==> src/rtl/bridge_cal_pkg.sv <==
`timescale 1ns/1ps
package bridge_cal_pkg;
  typedef enum logic [3:0] {
    S_IDLE, S_WAIT_A, S_SET, S_GAP_B, S_READ_S,
    S_WAIT_C, S_RST, S_WAIT_D, S_READ_R, S_MEAS
  } cal_state_t;
endpackage

==> src/rtl/recal_timer.sv <==
`timescale 1ns/1ps
module recal_timer #(
  parameter longint unsigned PERIOD = 600
) (
  input  logic clk,
  input  logic rst,
  input  logic restart,
  output logic due
);
  localparam int CW = $clog2(PERIOD + 1);
  logic [CW-1:0] cnt;

  // due is raised out of reset so the first calibration runs at once
  always_ff @(posedge clk) begin
    if (rst) begin
      cnt <= '0;
      due <= 1'b1;
    end else if (restart) begin
      cnt <= '0;
      due <= 1'b0;
    end else if (!due) begin
      if (cnt == CW'(PERIOD - 1)) due <= 1'b1;
      else cnt <= cnt + 1'b1;
    end
  end
endmodule

==> src/rtl/adc_reader.sv <==
`timescale 1ns/1ps
module adc_reader #(
  parameter int unsigned DW = 12,
  parameter int unsigned TO = 20
) (
  input  logic          clk,
  input  logic          rst,
  input  logic          go,
  input  logic          adc_done,
  input  logic [DW-1:0] adc_data,
  output logic          adc_start,
  output logic          ok,
  output logic          tout,
  output logic [DW-1:0] data
);
  localparam int TW = $clog2(TO + 1);
  logic          busy;
  logic [TW-1:0] tcnt;

  always_ff @(posedge clk) begin
    if (rst) begin
      busy      <= 1'b0;
      tcnt      <= '0;
      adc_start <= 1'b0;
      ok        <= 1'b0;
      tout      <= 1'b0;
      data      <= '0;
    end else begin
      adc_start <= 1'b0;
      ok        <= 1'b0;
      tout      <= 1'b0;
      if (!busy) begin
        if (go) begin
          busy      <= 1'b1;
          adc_start <= 1'b1;
          tcnt      <= '0;
        end
      end else if (adc_done) begin
        busy <= 1'b0;
        ok   <= 1'b1;
        data <= adc_data;
      end else if (tcnt == TW'(TO - 1)) begin
        busy <= 1'b0;
        tout <= 1'b1;
      end else begin
        tcnt <= tcnt + 1'b1;
      end
    end
  end
endmodule

==> src/rtl/offset_calc.sv <==
`timescale 1ns/1ps
module offset_calc #(
  parameter int unsigned DW = 12
) (
  input  logic [DW-1:0] vs,
  input  logic [DW-1:0] vr,
  input  logic [DW:0]   os_old,
  input  logic          use_new,
  input  logic [DW-1:0] samp,
  output logic [DW:0]   os_new,
  output logic [DW:0]   corr
);
  logic signed [DW:0] sum;
  logic signed [DW:0] base;

  always_comb begin
    // widened sum, then halve with floor rounding
    sum    = $signed({vs[DW-1], vs}) + $signed({vr[DW-1], vr});
    os_new = sum >>> 1;
    base   = use_new ? $signed(os_new) : $signed(os_old);
    corr   = $signed({samp[DW-1], samp}) - base;
  end
endmodule

==> src/rtl/bridge_cal_seq.sv <==
`timescale 1ns/1ps
module bridge_cal_seq
  import bridge_cal_pkg::*;
#(
  parameter int unsigned     DATA_W       = 16,
  parameter int unsigned     PULSE_CYC    = 400,
  parameter int unsigned     WAIT_A_CYC   = 1100,
  parameter int unsigned     GAP_B_CYC    = 220,
  parameter int unsigned     SEP_C_CYC    = 4100,
  parameter int unsigned     SETTLE_D_CYC = 4100,
  parameter int unsigned     ADC_TO_CYC   = 2000,
  parameter longint unsigned RECAL_CYC    = 64'd120_000_000_000
) (
  input  logic              clk,
  input  logic              rst,
  input  logic              meas_req,
  output logic              set_pulse,
  output logic              rst_pulse,
  output logic              adc_start,
  input  logic              adc_done,
  input  logic [DATA_W-1:0] adc_data,
  output logic [DATA_W:0]   corr_data,
  output logic              corr_valid,
  output logic              cal_err
);
  localparam int unsigned M1   = (WAIT_A_CYC > PULSE_CYC) ? WAIT_A_CYC : PULSE_CYC;
  localparam int unsigned M2   = (GAP_B_CYC > SETTLE_D_CYC) ? GAP_B_CYC : SETTLE_D_CYC;
  localparam int unsigned TMAX = (M1 > M2) ? M1 : M2;
  localparam int          CW   = $clog2(TMAX + 1);
  localparam int          SW   = $clog2(SEP_C_CYC + 1);

  cal_state_t st, st_n;
  logic [CW-1:0]     cnt;
  logic [SW-1:0]     since_set;
  logic              pend, cal_ok, due;
  logic [DATA_W-1:0] vs_q;
  logic [DATA_W:0]   os_q, os_new, corr_w;
  logic              go, rd_ok, rd_to;
  logic [DATA_W-1:0] rd_data;
  logic              load_vs, fin_cal, fin_meas, abandon, take_req;
  logic              hit_a, hit_pw, hit_b, hit_d, hit_c;

  assign hit_a  = (cnt == CW'(WAIT_A_CYC - 1));
  assign hit_pw = (cnt == CW'(PULSE_CYC - 1));
  assign hit_b  = (cnt == CW'(GAP_B_CYC - 1));
  assign hit_d  = (cnt == CW'(SETTLE_D_CYC - 1));
  assign hit_c  = (since_set == SW'(SEP_C_CYC - 1));

  recal_timer #(.PERIOD(RECAL_CYC)) timer_i (
    .clk(clk), .rst(rst), .restart(fin_cal | abandon), .due(due)
  );

  adc_reader #(.DW(DATA_W), .TO(ADC_TO_CYC)) reader_i (
    .clk(clk), .rst(rst), .go(go), .adc_done(adc_done), .adc_data(adc_data),
    .adc_start(adc_start), .ok(rd_ok), .tout(rd_to), .data(rd_data)
  );

  offset_calc #(.DW(DATA_W)) calc_i (
    .vs(vs_q), .vr(rd_data), .os_old(os_q), .use_new(st == S_READ_R),
    .samp(rd_data), .os_new(os_new), .corr(corr_w)
  );

  always_comb begin
    st_n     = st;
    go       = 1'b0;
    load_vs  = 1'b0;
    fin_cal  = 1'b0;
    fin_meas = 1'b0;
    abandon  = 1'b0;
    take_req = 1'b0;
    case (st)
      S_IDLE: begin
        if (due) st_n = S_WAIT_A;
        else if (pend) begin
          take_req = 1'b1;
          if (cal_ok) begin
            st_n = S_MEAS;
            go   = 1'b1;
          end
        end
      end
      S_WAIT_A: if (hit_a) st_n = S_SET;
      S_SET:    if (hit_pw) st_n = S_GAP_B;
      S_GAP_B: if (hit_b) begin
        st_n = S_READ_S;
        go   = 1'b1;
      end
      S_READ_S: begin
        if (rd_ok) begin
          load_vs = 1'b1;
          st_n    = S_WAIT_C;
        end else if (rd_to) begin
          abandon = 1'b1;
          st_n    = S_IDLE;
        end
      end
      S_WAIT_C: if (hit_c) st_n = S_RST;
      S_RST:    if (hit_pw) st_n = S_WAIT_D;
      S_WAIT_D: if (hit_d) begin
        st_n = S_READ_R;
        go   = 1'b1;
      end
      S_READ_R: begin
        if (rd_ok) begin
          fin_cal = 1'b1;
          st_n    = S_IDLE;
        end else if (rd_to) begin
          abandon = 1'b1;
          st_n    = S_IDLE;
        end
      end
      S_MEAS: begin
        if (rd_ok) begin
          fin_meas = 1'b1;
          st_n     = S_IDLE;
        end else if (rd_to) st_n = S_IDLE;
      end
      default: st_n = S_IDLE;
    endcase
  end

  always_ff @(posedge clk) begin
    if (rst) begin
      st         <= S_IDLE;
      cnt        <= '0;
      since_set  <= '0;
      pend       <= 1'b0;
      cal_ok     <= 1'b0;
      vs_q       <= '0;
      os_q       <= '0;
      corr_data  <= '0;
      corr_valid <= 1'b0;
      cal_err    <= 1'b0;
      set_pulse  <= 1'b0;
      rst_pulse  <= 1'b0;
    end else begin
      st        <= st_n;
      cnt       <= (st_n != st) ? '0 : cnt + 1'b1;
      set_pulse <= (st_n == S_SET);
      rst_pulse <= (st_n == S_RST);
      if (st_n == S_SET && st != S_SET) since_set <= '0;
      else if (!hit_c) since_set <= since_set + 1'b1;
      if (take_req) pend <= 1'b0;
      if (meas_req) pend <= 1'b1;
      if (load_vs) vs_q <= rd_data;
      if (rd_to) cal_err <= 1'b1;
      corr_valid <= fin_cal | fin_meas;
      if (fin_cal | fin_meas) corr_data <= corr_w;
      if (fin_cal) begin
        os_q   <= os_new;
        cal_ok <= 1'b1;
      end
    end
  end
endmodule

==> config.mk <==
export PLATFORM = sky130hd
export DESIGN_NAME = bridge_cal_seq
export DESIGN_NICKNAME = d
export VERILOG_FILES = /design/src/rtl/bridge_cal_pkg.sv /design/src/rtl/recal_timer.sv /design/src/rtl/adc_reader.sv /design/src/rtl/offset_calc.sv /design/src/rtl/bridge_cal_seq.sv
export SDC_FILE = /design/constraint.sdc
export NUM_CORES = 1
export LEC_CHECK = 0
export BUFFER_PORTS_ARGS = -buffer_cell sky130_fd_sc_hd__buf_2
export CAP_MARGIN = 10
export CORE_MARGIN = 2
export CORE_UTILIZATION = 52
export CTS_CLUSTER_DIAMETER = 80
export DETAILED_ROUTE_END_ITERATION = 12
export PLACE_DENSITY = 0.71
export SLEW_MARGIN = 20
export SYNTH_ARGS = -nofsm -noshare
export SYNTH_HDL_FRONTEND = slang
export SYNTH_SLANG_ARGS = --single-unit
==> constraint.sdc <==
create_clock -name clk -period 7.3 [get_ports clk]
set_input_delay 0.73 -clock clk [delete_from_list [all_inputs] [get_ports clk]]
set_output_delay 0.73 -clock clk [all_outputs]
set_load 0.02 [all_outputs]
==> summary.txt <==
Worst setup path
  – Crit Path Class: reg2reg
  – Most used cell, CP: a21oi_1
  – Crit path DAT: 4.31 ns
  – Worst setup SP type: register
  – Worst-path cell with the longest stage delay: dfxtp_1
  – Crit Path Max Fanout: 23
  – WP data required: 7.66 ns
  – Critical Path End Type: register
  – Crit-path cells: nand2b_1 -> nor3_2 -> buf_4 -> nor2_1 -> a21oi_1 -> ha_1 -> inv_1 -> fa_1 -> a211o_1 -> a2111oi_2 -> nor3_1 -> o41a_1 -> o21ai_0 -> nand3b_1 -> a21oi_1
  – Worst R2R Setup Slack: 3.35 ns
  – Slowest stage delay, CP: 0.61 ns

Timing
  – Max Fclk: 253 MHz
  – Post-route minimum period: 3.95 ns
  – Worst slew margin: 30.8%
  – Period utilisation layout: 54.2%
  – Min Hold Slack: 0.448 ns
  – Setup Viol. Count Final: 0
  – Fin. max-slew vios: 0
  – Hold Vio Cnt, Final: 0
  – RSZ-0062 raised after global routing: no
  – Setup_tns: 0 ns
  – Worst slew pin tran: 1.04 ns
  – Final worst clock skew: 0.00973 ns

Routing
  – DR vias/cell: 5.56
  – Routed WL: 16,800 um
  – Routed Antenna Nets: 0
  – Initial drt markers: 392
  – Vias after detailed routing: 6,623
  – Drt drc: 0
  – Mean routed wirelength per cell: 14.1 um
  – Initial DRT Pass Iterations: 5

Synthesis
  – Top-count cell post-synth: dfxtp_1
  – Synth top area share: 38.5%
  – Mapped Nets: 1,024
  – Mean Syn Cell Area: 8.28 um2
  – Synth Cell Area: 8010 um2
  – Synthesized flop and latch total: 154
  – Ys async rst share: 0%
  – Seq/Total Area, Yosys: 38.5%
  – Largest cells by area after synthesis: dfxtp_1 39%, nand2_1 6.5%, ha_1 5.5%
  – Cell variety after synth: 71
  – Synth Instances: 967
  – Top post-synthesis cells by count: 154 x dfxtp_1, 139 x nand2_1, 111 x nor2_1, 84 x a21oi_1, 42 x xor2_1
  – Synth area leader: dfxtp_1
  – Ys flop type: dfxtp_1
  – Number of synthesized flops with an enable pin: 0
  – Yosys warns: 0

Clock network
  – H-tree depth: 4
  – Clk root buf: clkbuf_16
  – Clk sinks: 154
  – TritonCTS clock tree: yes
  – Setup Buffers After CTS: 0
  – Worst-path clk slew: 0.06 ns
  – CTS Buf Count: 17
  – CTS Buffer Depth: 2
  – Resized Gates After CTS: 0
  – Post-CTS Hold Buffers: 0
  – Insertion delay to the later sink of the worst-skew pair: 0.43 ns

Power
  – Net Sw Frac: 21.5%
  – VDD IR max: 0.000167 V
  – Total power: 1.80 mW
  – Clock power frac: 51.2%
  – Comb power frac: 1.7%
  – P per Cell Area: 202 nW/um2
  – Flop pwr share: 47.1%
  – Sw Pwr: 387 uW
  – Internal power: 1.41 mW
  – Lkg Pwr: 3.27 nW

Floorplan
  – Chip width: 128 um
  – Std-Cell Core Area: 15,100 um2
  – DIE AREA: 16,400 um2
  – Top Ports: 42
  – Die extent in y: 128 um
  – Starting density of the core: 52.9%
  – FP Rows: 45

Job
  – Max_cap viols: 0

Global route
  – GRT Overall Usage: 21.5%
  – Vias in the first global route: 6,071
  – First-pass GRT wire length: 28,400 um
  – Initial antenna violation count: 0
  – GRT overflow: 0
  – Largest net degree at the start of global routing: 73

Min path
  – Hold Path Class: reg2reg

Placed design
  – Routability-driven placement congestion ratio: 0.847
  – IO buf count: 41
  – DP HPWL: 11,900 um

Cells and area
  – Layout fillers: 1,387
  – Synthesis-to-finish area growth: 11.2%
  – Share of layout cells above drive strength 1: 10.2%
  – Ant diodes: 0
  – Nets: 1,047

Outcome
  – Run status: completed
==> cell usage in the layout (no fill, tap or decap), types with 16 or more instances in the layout <==
cell type  count
dfxtp_1      154
nand2_1      139
nor2_1       111
a21oi_1       83
xor2_1        42
buf_2         41
o21ai_0       40
xnor2_1       38
ha_1          35
nand3_1       30
inv_1         20
nor3_1        18
clkbuf_16     17
nand4_1       16
==> kinds of logic (layout without fill, tap and decap cells) <==
family / count (synthesis) / after routing / share of synthesized area, %
xor+xnor: 80 / 80 / 8.75
mux: 14 / 14 / 1.75
compound gates: 191 / 191 / 14.7
fa+ha+maj: 37 / 37 / 5.97
flops: 154 / 154 / 38.5
buf+inv: 60 / 96 / 3.34
simple gates: 431 / 431 / 27.0
==> power groups by stage <==
stage	registers, mW	logic, mW	clock network [mW]
after floorplan	0.864	0.0218	0
after global placement	0.865	0.0290	0
after detailed placement	0.865	0.0291	0
after CTS	0.846	0.0293	0.936
after global routing	0.847	0.0333	0.972
final	0.847	0.0297	0.921
==> metal layers <==
| layer | up-vias | track usage, % | wire length (um) |
|---|---|---|---|
| met5 | - | 0 | 0 |
| met4 | 0 | 6.66 | 198 |
| met3 | 13 | 5.18 | 493 |
| met2 | 91 | 33.0 | 7410 |
| met1 | 3072 | 29.9 | 8670 |
| li1 | 3447 | - | - |
==> metrics by stage <==
step,instances,utilization (%),setup WS (ns),cell area (um2)
after floorplan,967,-,3.53,8010
after global placement,1158,54.6,3.51,8280
after detailed placement,1158,54.6,3.43,8280
after CTS,1190,58.7,3.39,8890
after global routing,1191,58.8,2.92,8900
final,1191,58.8,3.35,8900
==> final cells by class <==
cell class / count / area [um2] / area share [%]
multi-input combinational: 753 / 4670 / 52.4
sequential: 154 / 3080 / 34.6
clock buffer: 19 / 453 / 5.09
tap: 188 / 235 / 2.64
timing repair buffer: 44 / 228 / 2.56
clock inverter: 13 / 164 / 1.84
inverter: 20 / 75.1 / 0.843
==> critical path: cells and delay by family, from the launching register on <==
kind,cells,cell delay (ns)
fa+ha+maj,2,0.58
flops,1,0.61
compound gates,6,1.71
simple gates,5,0.60
buf+inv,2,0.37
==> worst paths after layout <==
kind,cells after the start,to,from
worst max register to register,15,corr_data[14]$_SDFFE_PP0P_,st[3]$_SDFF_PP0_
worst min register to register,2,corr_data[8]$_SDFFE_PP0P_,corr_data[8]$_SDFFE_PP0P_
worst min-delay path,2,corr_data[8]$_SDFFE_PP0P_,corr_data[8]$_SDFFE_PP0P_
worst max-delay path,15,corr_data[14]$_SDFFE_PP0P_,st[3]$_SDFF_PP0_
==> state kept, by name, indices dropped and copies added (netlist names), 4 cells and up <==
| register | cells |
|---|---|
| cnt | 13 |
| corr_data | 17 |
| os_q | 16 |
| reader_i.data | 16 |
| reader_i.tcnt | 11 |
| since_set | 13 |
| st | 4 |
| timer_i.cnt | 37 |
| vs_q | 16 |
Power figures use the tool's default switching activity.
